### config.mk
export PLATFORM = sky130hd
export DESIGN_NAME = wake_pin_ctrl
export DESIGN_NICKNAME = d
export VERILOG_FILES = /design/src/rtl/wpc_pkg.sv /design/src/rtl/wpc_edge_sync.sv /design/src/rtl/wpc_wake_qual.sv /design/src/rtl/wpc_pad_drive.sv /design/src/rtl/wake_pin_ctrl.sv
export SDC_FILE = /design/constraint.sdc
export NUM_CORES = 1
export LEC_CHECK = 0
export BUFFER_PORTS_ARGS = -buffer_cell sky130_fd_sc_hd__buf_2
export CORE_AREA = 4 4 41 43
export CTS_CLUSTER_DIAMETER = 40
export CTS_CLUSTER_SIZE = 14
export DETAILED_ROUTE_END_ITERATION = 6
export DIE_AREA = 0 0 45 47
export SETUP_SLACK_MARGIN = 0.5
export SYNTH_ARGS = -nofsm -noshare
export SYNTH_HDL_FRONTEND = slang
export SYNTH_SLANG_ARGS = --single-unit
### constraint.sdc
create_clock -name clk -period 1.2 [get_ports clk]
set_clock_uncertainty 0.15 [all_clocks]
set_input_delay 0.18 -clock clk [delete_from_list [all_inputs] [get_ports clk]]
set_output_delay 0.18 -clock clk [all_outputs]
set_load 0.05 [all_outputs]
### src/rtl/wpc_pkg.sv
package wpc_pkg;

  typedef enum logic [1:0] {
    WSRC_NONE = 2'd0,
    WSRC_PIN  = 2'd1,
    WSRC_INT  = 2'd2
  } wsrc_e;

  // A pin edge counts in low power when supply is good or override is set.
  function automatic logic pin_wake_ok(input logic lp, input logic fall,
                                       input logic vio, input logic chk);
    return lp & fall & (vio | chk);
  endfunction

  // Pin wins when both qualify in the same cycle.
  function automatic wsrc_e pick_src(input logic pin_ok, input logic int_ok);
    if (pin_ok)      return WSRC_PIN;
    else if (int_ok) return WSRC_INT;
    else             return WSRC_NONE;
  endfunction

endpackage

### src/rtl/wpc_edge_sync.sv
module wpc_edge_sync #(
  parameter int STAGES = 2
) (
  input  logic clk,
  input  logic rst_n,
  input  logic pad_i,
  output logic level_o,
  output logic fall_o
);

  logic [STAGES-1:0] chain_q;
  logic              prev_q;

  for (genvar g = 0; g < STAGES; g++) begin : g_stage
    if (g == 0) begin : g_first
      always_ff @(posedge clk or negedge rst_n) begin
        if (!rst_n) chain_q[0] <= 1'b0;
        else        chain_q[0] <= pad_i;
      end
    end else begin : g_next
      always_ff @(posedge clk or negedge rst_n) begin
        if (!rst_n) chain_q[g] <= 1'b0;
        else        chain_q[g] <= chain_q[g-1];
      end
    end
  end

  assign level_o = chain_q[STAGES-1];

  always_ff @(posedge clk or negedge rst_n) begin
    if (!rst_n) prev_q <= 1'b0;
    else        prev_q <= level_o;
  end

  // An edge exists only when the previous sample was high.
  assign fall_o = prev_q & ~level_o;

endmodule

### src/rtl/wpc_wake_qual.sv
module wpc_wake_qual
  import wpc_pkg::*;
#(
  parameter int N_EVT = 4
) (
  input  logic             clk,
  input  logic             rst_n,
  input  logic             lp_mode_i,
  input  logic             fall_i,
  input  logic             vio_good_i,
  input  logic             chk_i,
  input  logic [N_EVT-1:0] evt_i,
  output logic             woke_o,
  output logic             req_o,
  output wsrc_e            src_o
);

  logic  pin_ok, int_ok, fire;
  logic  woke_q, req_q;
  wsrc_e src_q;

  assign pin_ok = pin_wake_ok(lp_mode_i, fall_i, vio_good_i, chk_i);
  assign int_ok = lp_mode_i & (|evt_i);
  assign fire   = (pin_ok | int_ok) & ~woke_q;

  always_ff @(posedge clk or negedge rst_n) begin
    if (!rst_n) begin
      woke_q <= 1'b0;
      req_q  <= 1'b0;
      src_q  <= WSRC_NONE;
    end else begin
      req_q <= fire;
      if (!lp_mode_i)  woke_q <= 1'b0;
      else if (fire)   woke_q <= 1'b1;
      if (fire) src_q <= pick_src(pin_ok, int_ok);
    end
  end

  assign woke_o = woke_q;
  assign req_o  = req_q;
  assign src_o  = src_q;

  p_single_pulse_r8: assert property (@(posedge clk) disable iff (!rst_n)
    req_q |=> !req_q);

  p_lp_only_r2: assert property (@(posedge clk) disable iff (!rst_n)
    req_q |-> $past(lp_mode_i));

  p_supply_gate_r5: assert property (@(posedge clk) disable iff (!rst_n)
    (req_q && src_q == WSRC_PIN) |-> $past(vio_good_i || chk_i));

  p_src_named_r4: assert property (@(posedge clk) disable iff (!rst_n)
    req_q |-> (src_q != WSRC_NONE));

endmodule

### src/rtl/wpc_pad_drive.sv
module wpc_pad_drive (
  input  logic clk,
  input  logic rst_n,
  input  logic lp_mode_i,
  input  logic woke_i,
  input  logic req_i,
  output logic pd_en_o
);

  // Pulled low in Normal mode, and again once a wake has been taken.
  assign pd_en_o = ~lp_mode_i | woke_i;

  p_normal_pull_r2: assert property (@(posedge clk) disable iff (!rst_n)
    !lp_mode_i |-> pd_en_o);

  p_drive_after_wake_r8: assert property (@(posedge clk) disable iff (!rst_n)
    req_i |-> pd_en_o);

endmodule

### src/rtl/wake_pin_ctrl.sv
module wake_pin_ctrl
  import wpc_pkg::*;
#(
  parameter int N_EVT       = 4,
  parameter int SYNC_STAGES = 2
) (
  input  logic             clk,
  input  logic             rst_n,
  input  logic             lp_mode_i,
  input  logic             pad_i,
  input  logic             vio_good_i,
  input  logic             cfg_we_i,
  input  logic             cfg_wdata_i,
  input  logic [N_EVT-1:0] evt_req_i,
  output logic             pad_pd_en_o,
  output logic             wake_req_o,
  output logic [1:0]       wake_src_o
);

  logic  chk_q;
  logic  pad_level, pad_fall;
  logic  woke;
  wsrc_e src;

  always_ff @(posedge clk or negedge rst_n) begin
    if (!rst_n)        chk_q <= 1'b0;
    else if (cfg_we_i) chk_q <= cfg_wdata_i;
  end

  wpc_edge_sync #(.STAGES(SYNC_STAGES)) u_sync (
    .clk     (clk),
    .rst_n   (rst_n),
    .pad_i   (pad_i),
    .level_o (pad_level),
    .fall_o  (pad_fall)
  );

  wpc_wake_qual #(.N_EVT(N_EVT)) u_qual (
    .clk        (clk),
    .rst_n      (rst_n),
    .lp_mode_i  (lp_mode_i),
    .fall_i     (pad_fall),
    .vio_good_i (vio_good_i),
    .chk_i      (chk_q),
    .evt_i      (evt_req_i),
    .woke_o     (woke),
    .req_o      (wake_req_o),
    .src_o      (src)
  );

  wpc_pad_drive u_drive (
    .clk       (clk),
    .rst_n     (rst_n),
    .lp_mode_i (lp_mode_i),
    .woke_i    (woke),
    .req_i     (wake_req_o),
    .pd_en_o   (pad_pd_en_o)
  );

  assign wake_src_o = src;

  logic unused_level;
  assign unused_level = pad_level;

endmodule

==> metrics.cfg, run 1 <==
[status]
status=complete, but fails checks
violations=hold timing, setup timing

[synthesis]
synth_largest_area_cell=dfrtp_1
synth.net_count=32
netlist_instances=21
syn_area_sq_um=291.5
yosysTopAreaCellShare=0.6867
ys_seq_elements=8
ys_warn_count=0
ys_types=11
syn_avg_cell_area_sq_um=13.88
synth.area.top_cells=dfrtp_1 (69%), nor4_4 (7.3%), inv_1 (3.9%), mux2_2 (3.9%), o21ai_0 (3.4%)
ys_seq_area_frac=0.6867

[global_routing]
antenna_found_initial=0
grt_pass1_vias=239
overflow=0
grt_max_degree=9
grt_usage=0.06778
grt_pass1_wl_um=952

[power_and_ir_drop]
p_clk_frac=0.323
peakVddDrop_v=0.0006430
swShare=0.2668
leakage_uw=0.0002506
p_int_uw=492.9
power_switching_uw=179.4
power_frac_comb=0.224
power_density_nw_per_um2=1285
p_seq_frac=0.453
finalPower_uw=672.3

[sta]
setup_viol=1
rsz0062_at_grt=yes
slew_violations=0
slew_headroom=0.8322
worst_slack_ns=-0.04548
max_freq_mhz=802.9
holdWs_ns=-0.1207
setup_tns_ns=-0.04548
final-hold-violation-count=1
fin_crit_sh=1.038
fin_crit_ns=1.245
worst_pin_slew_ns=0.2498

[detailed_routing]
vias_per_cell=4.217
drc=0
wire_per_inst_um=10.18
ant_nets=0
first_pass_iters=2
routed_wl_um=611
dr.first_iter.drc_count=3
vias=253

[setup_path]
startpoint_type=register
slowest_stage=dfrtp_1
slowest_delay_ns=0.37
cp_num_cells=2
crit_buf_inv=1
path_delay_family=flip-flops
worstPathArrival_ns=0.92
worst-setup-path-type=reg2out
setup.worst_path.end_class=output port
r2r_cells=5
worstPathRequired_ns=0.87
path_cells=nand2b_4 > buf_8
critPathMaxFanout=2

[clock_network]
htree_levels=1
cts_hold_buf=1
root_buffer=clkbuf_4
clock_latency_ns=0.25
clk_pin_slew_ns=0.06
cts_buffers=3
clock-sinks=8
cts_tree=yes
clk_path_buf_depth=2

[min_path]
hold_class=in2reg
whs_path_depth=1

[layout]
drive_gt1_frac=0.6889
insertedDiodeCount=0
area_growth_pct=79.40
fin_nets=57

[floorplanning]
die_x_um=45
coreArea_sq_um=1301
rows=13
pin_count=15
dieArea_sq_um=2115
initial_core_util=0.2240
die_h_um=47

[placement]
place_ws_ns=0.06325
gp_congestion=0.6740
dp_hpwl_um=445
numPortBuffers=14

[flow_run]
cap_violations=0

-- layout make-up --
cell class                      instances  area, sq um
Tap cell                               15        18.77
Timing Repair Buffer                   20        161.4
Multi-Input combinational cell         10        101.3
Sequential cell                         8        203.9
Fill cell                             132        778.2
Inverter                                3        11.26
Clock buffer                            4        26.28
-- sequential cells by signal, indices dropped and copies added, names as in the netlist --
signal          count
chk_q               1
u_qual.req_o        1
u_sync.chain_q      1
u_qual.woke_o       1
u_sync.level_o      1
u_sync.prev_q       1
u_qual.src_o        2
-- timing repair --
action | in CTS | in global routing
setup buffers | 3 | 1
hold endpoints to repair | 9 | 1
pin swaps | 1 | 1
setup endpoints to repair | 9 | 9
gates resized for setup | 14 | 3
-- Yosys cell counts --
cell type  n
mux2_2     1
nand2b_1   1
o211ai_1   1
o22a_1     1
inv_1      3
dfrtp_1    8
a31oi_1    1
nor4_4     1
nor2_1     1
a21oi_1    1
o21ai_0    2
-- layer usage --
metal | up-vias | global-route usage | wire length (um)
met1 | 117 | 0.07009 | 248
met5 | - | 0 | 0
li1 | 121 | - | -
met2 | 15 | 0.1130 | 283
met3 | 0 | 0.02299 | 80
met4 | 0 | 0.05263 | 0
-- worst paths after layout --
kind,start,to,slack (ns)
max,u_qual.woke_o,pad_pd_en_o,-0.05
min,pad_i,u_sync.chain_q[0],-0.12
max reg2reg,u_qual.woke_o,u_qual.src_o[0],0.01
min reg2reg,u_sync.chain_q[0],u_sync.level_o,0.20
max in group asynchronous,rst_n,u_qual.src_o[1],0.57
min in group asynchronous,rst_n,u_sync.level_o,0.14
-- layout by cell type (no fill, tap or decap), drive strengths merged, types with 2 or more instances in the layout --
master  count
buf        19
clkbuf      4
dfrtp       8
inv         3
o21ai       2
-- kinds of logic (layout without fill, tap and decap cells) --
group / Yosys count / after routing / share of synthesized area
AND/OR/NAND/NOR: 3 / 3 / 0.1073
flip-flops: 8 / 8 / 0.6867
buffers and inverters: 3 / 27 / 0.03862
multiplexers: 1 / 1 / 0.03862
AO/OA/AOI/OAI: 6 / 6 / 0.1288
-- power by group through the flow --
stage          clock network, uW  logic [uW]  registers [uW]
6_report                     217         151             304
5_1_grt                      248         159             306
4_1_cts                      229         146             304
3_5_place_dp                   0         108             304
3_3_place_gp                   0         106             304
2_1_floorplan                  0        31.3             338
-- stage by stage --
stage / hold slack (ns) / cells / util / cell area (sq um)
finish: -0.1207 / 60 / 0.4019 / 523.0
global route: -0.1292 / 60 / 0.4019 / 523.0
CTS: -0.1294 / 59 / 0.3885 / 505.5
detailed placement: -0.1182 / 51 / 0.3067 / 399.1
global placement: -0.1213 / 51 / 0.3067 / 399.1
floorplan: -0.2656 / 21 / - / 302.8
Note: power is estimated with default switching activity, not from simulation.
==> run 2, diff against run 1 <==
Settings changed: MAX_ROUTING_LAYER from default to met4.
Clock period 1.2 ns to 1.5 ns, I/O delays scaled along.
==> metrics.cfg, run 2 (synthesis results as in run 1) <==
[status]
status=complete, no violations

[clock_network]
cts_buffers=3  ; unchanged
clk_path_buf_depth=2  ; unchanged
clk_pin_slew_ns=0.06  ; about the same
clock-sinks=8  ; unchanged
htree_levels=1  ; unchanged
clock_latency_ns=0.26  ; about the same
root_buffer=clkbuf_4
cts_tree=yes

[global_routing]
grt_pass1_vias=243  ; +1.7%
grt_usage=0.08182  ; +0.01404
grt_pass1_wl_mm=1.076  ; +13%
antenna_found_initial=0  ; unchanged
overflow=0  ; unchanged
grt_max_degree=9  ; unchanged

[sta]
worst_pin_slew_ns=0.3657  ; +0.1159 ns
fin_crit_ns=1.301
setup_viol=0  ; -1
slew_violations=0  ; unchanged
final-hold-violation-count=0  ; -1
fin_crit_sh=0.8672
max_freq_mhz=768.7
rsz0062_at_grt=yes
setup_tns_ns=0  ; +0.04548 ns
slew_headroom=0.7543  ; -0.07785
holdWs_ns=0.05989  ; +0.1806 ns

[setup_path]
slowest_delay_ns=0.37  ; about the same
setup.worst_path.end_class=output port
path_cells=nand2b_4 > buf_8
critPathMaxFanout=2  ; unchanged
slowest_stage=dfrtp_1
worstPathRequired_ns=1.12  ; +0.25 ns
worst-setup-path-type=reg2out
startpoint_type=register
crit_buf_inv=1  ; unchanged
reg2reg_slack_ns=0.39  ; +0.38 ns
path_delay_family=flip-flops
worstPathArrival_ns=0.93  ; about the same

[detailed_routing]
vias=252  ; -0.40%
ant_nets=0  ; unchanged
drc=0  ; unchanged
dr.first_iter.drc_count=0  ; -3
first_pass_iters=1  ; -1
routed_wl_um=610  ; -0.16%
vias_per_cell=4.271  ; +1.3%
wire_per_inst_um=10.34  ; +1.5%

[layout]
drive_gt1_frac=0.5909  ; -0.09798
utilization=0.3798  ; -0.02211
final_common_cell=buf_2
final-instance-count-excl-fill=59  ; -1.7%
insertedDiodeCount=0  ; unchanged
area_growth_pct=69.53
layout_common_cells=buf_2 (10), dfrtp_1 (7)
largest_register_ffs=2  ; unchanged
fin_nets=56  ; -1.8%

[power_and_ir_drop]
peakVddDrop_v=0.0006564  ; +2.1%
power_density_nw_per_um2=1071  ; -17%
leakage_uw=0.0002385  ; -4.8%

[floorplanning]
pin_count=15  ; unchanged
die_x_um=45  ; unchanged
rows=13  ; unchanged
dieArea_sq_um=2115  ; unchanged
initial_core_util=0.2240  ; unchanged
coreArea_sq_um=1301  ; unchanged
die_h_um=47  ; unchanged

[placement]
numPortBuffers=14  ; unchanged
gp_congestion=0.6865  ; +1.9%
dp_cells=50  ; -2.0%

[flow_run]
cap_violations=0  ; unchanged

[min_path]
hold_class=in2reg

[run 2: cell count changes in the layout (fill, tap and decap cells not counted), sizes merged]
| cell | before | now |
|---|---|---|
| buf | 19 | 17 |
| dlygate4sd3 | 1 | 2 |
[run 2: power breakdown]
group / leakage (uW) / internal (uW) / switching [uW]
registers: 0.0000939 / 233 / 8.17
logic: 0.000130 / 51.4 / 60.7
clock network: 0.0000150 / 102 / 74.9
[run 2: per-stage QoR]
stage | worst slack, ns | cell area, sq um | power, uW
2_1_floorplan | 0.4337 | 300.3 | 294.2
3_3_place_gp | 0.2485 | 389.1 | 326.9
3_5_place_dp | 0.2646 | 389.1 | 327.6
4_1_cts | 0.1926 | 490.5 | 536.2
5_1_grt | 0.1623 | 494.2 | 567.2
6_report | 0.1992 | 494.2 | 529.5
[run 2: timing repair]
item	in CTS	in global routing
pin swaps	3	0
setup buffers	3	0
endpoints found under the hold margin	9	0
endpoints found under the setup margin	8	8
resized for setup	10	1
hold buffers	2	0
[run 2: layout make-up]
type                    instances  area (sq um)
repair buffers                 19         141.4
fillers                       129         807.0
inverters                       3         11.26
multi-input cells              10         95.09
clock buffers                   4         26.28
flip-flops and latches          8         201.4
well taps                      15         18.77
[run 2: per-layer routing]
| metal | vias up | routed length (um) | GRT usage |
|---|---|---|---|
| met5 | - | 0 | - |
| met4 | 0 | 12 | 0.03509 |
| met3 | 2 | 113 | 0.07280 |
| met2 | 18 | 257 | 0.1073 |
| met1 | 112 | 227 | 0.08491 |
| li1 | 120 | - | - |
[run 2: path summary, 6_finish.rpt]
path | startpoint | endpoint | cells after the start
min in group asynchronous | rst_n | u_qual.req_o | 2
setup / recovery | u_qual.woke_o | pad_pd_en_o | 2
max in group asynchronous | rst_n | u_qual.src_o[1] | 2
hold reg to reg | u_sync.chain_q[0] | u_sync.level_o | 0
hold / removal | cfg_wdata_i | chk_q | 2
setup reg to reg | u_qual.woke_o | u_qual.src_o[1] | 4
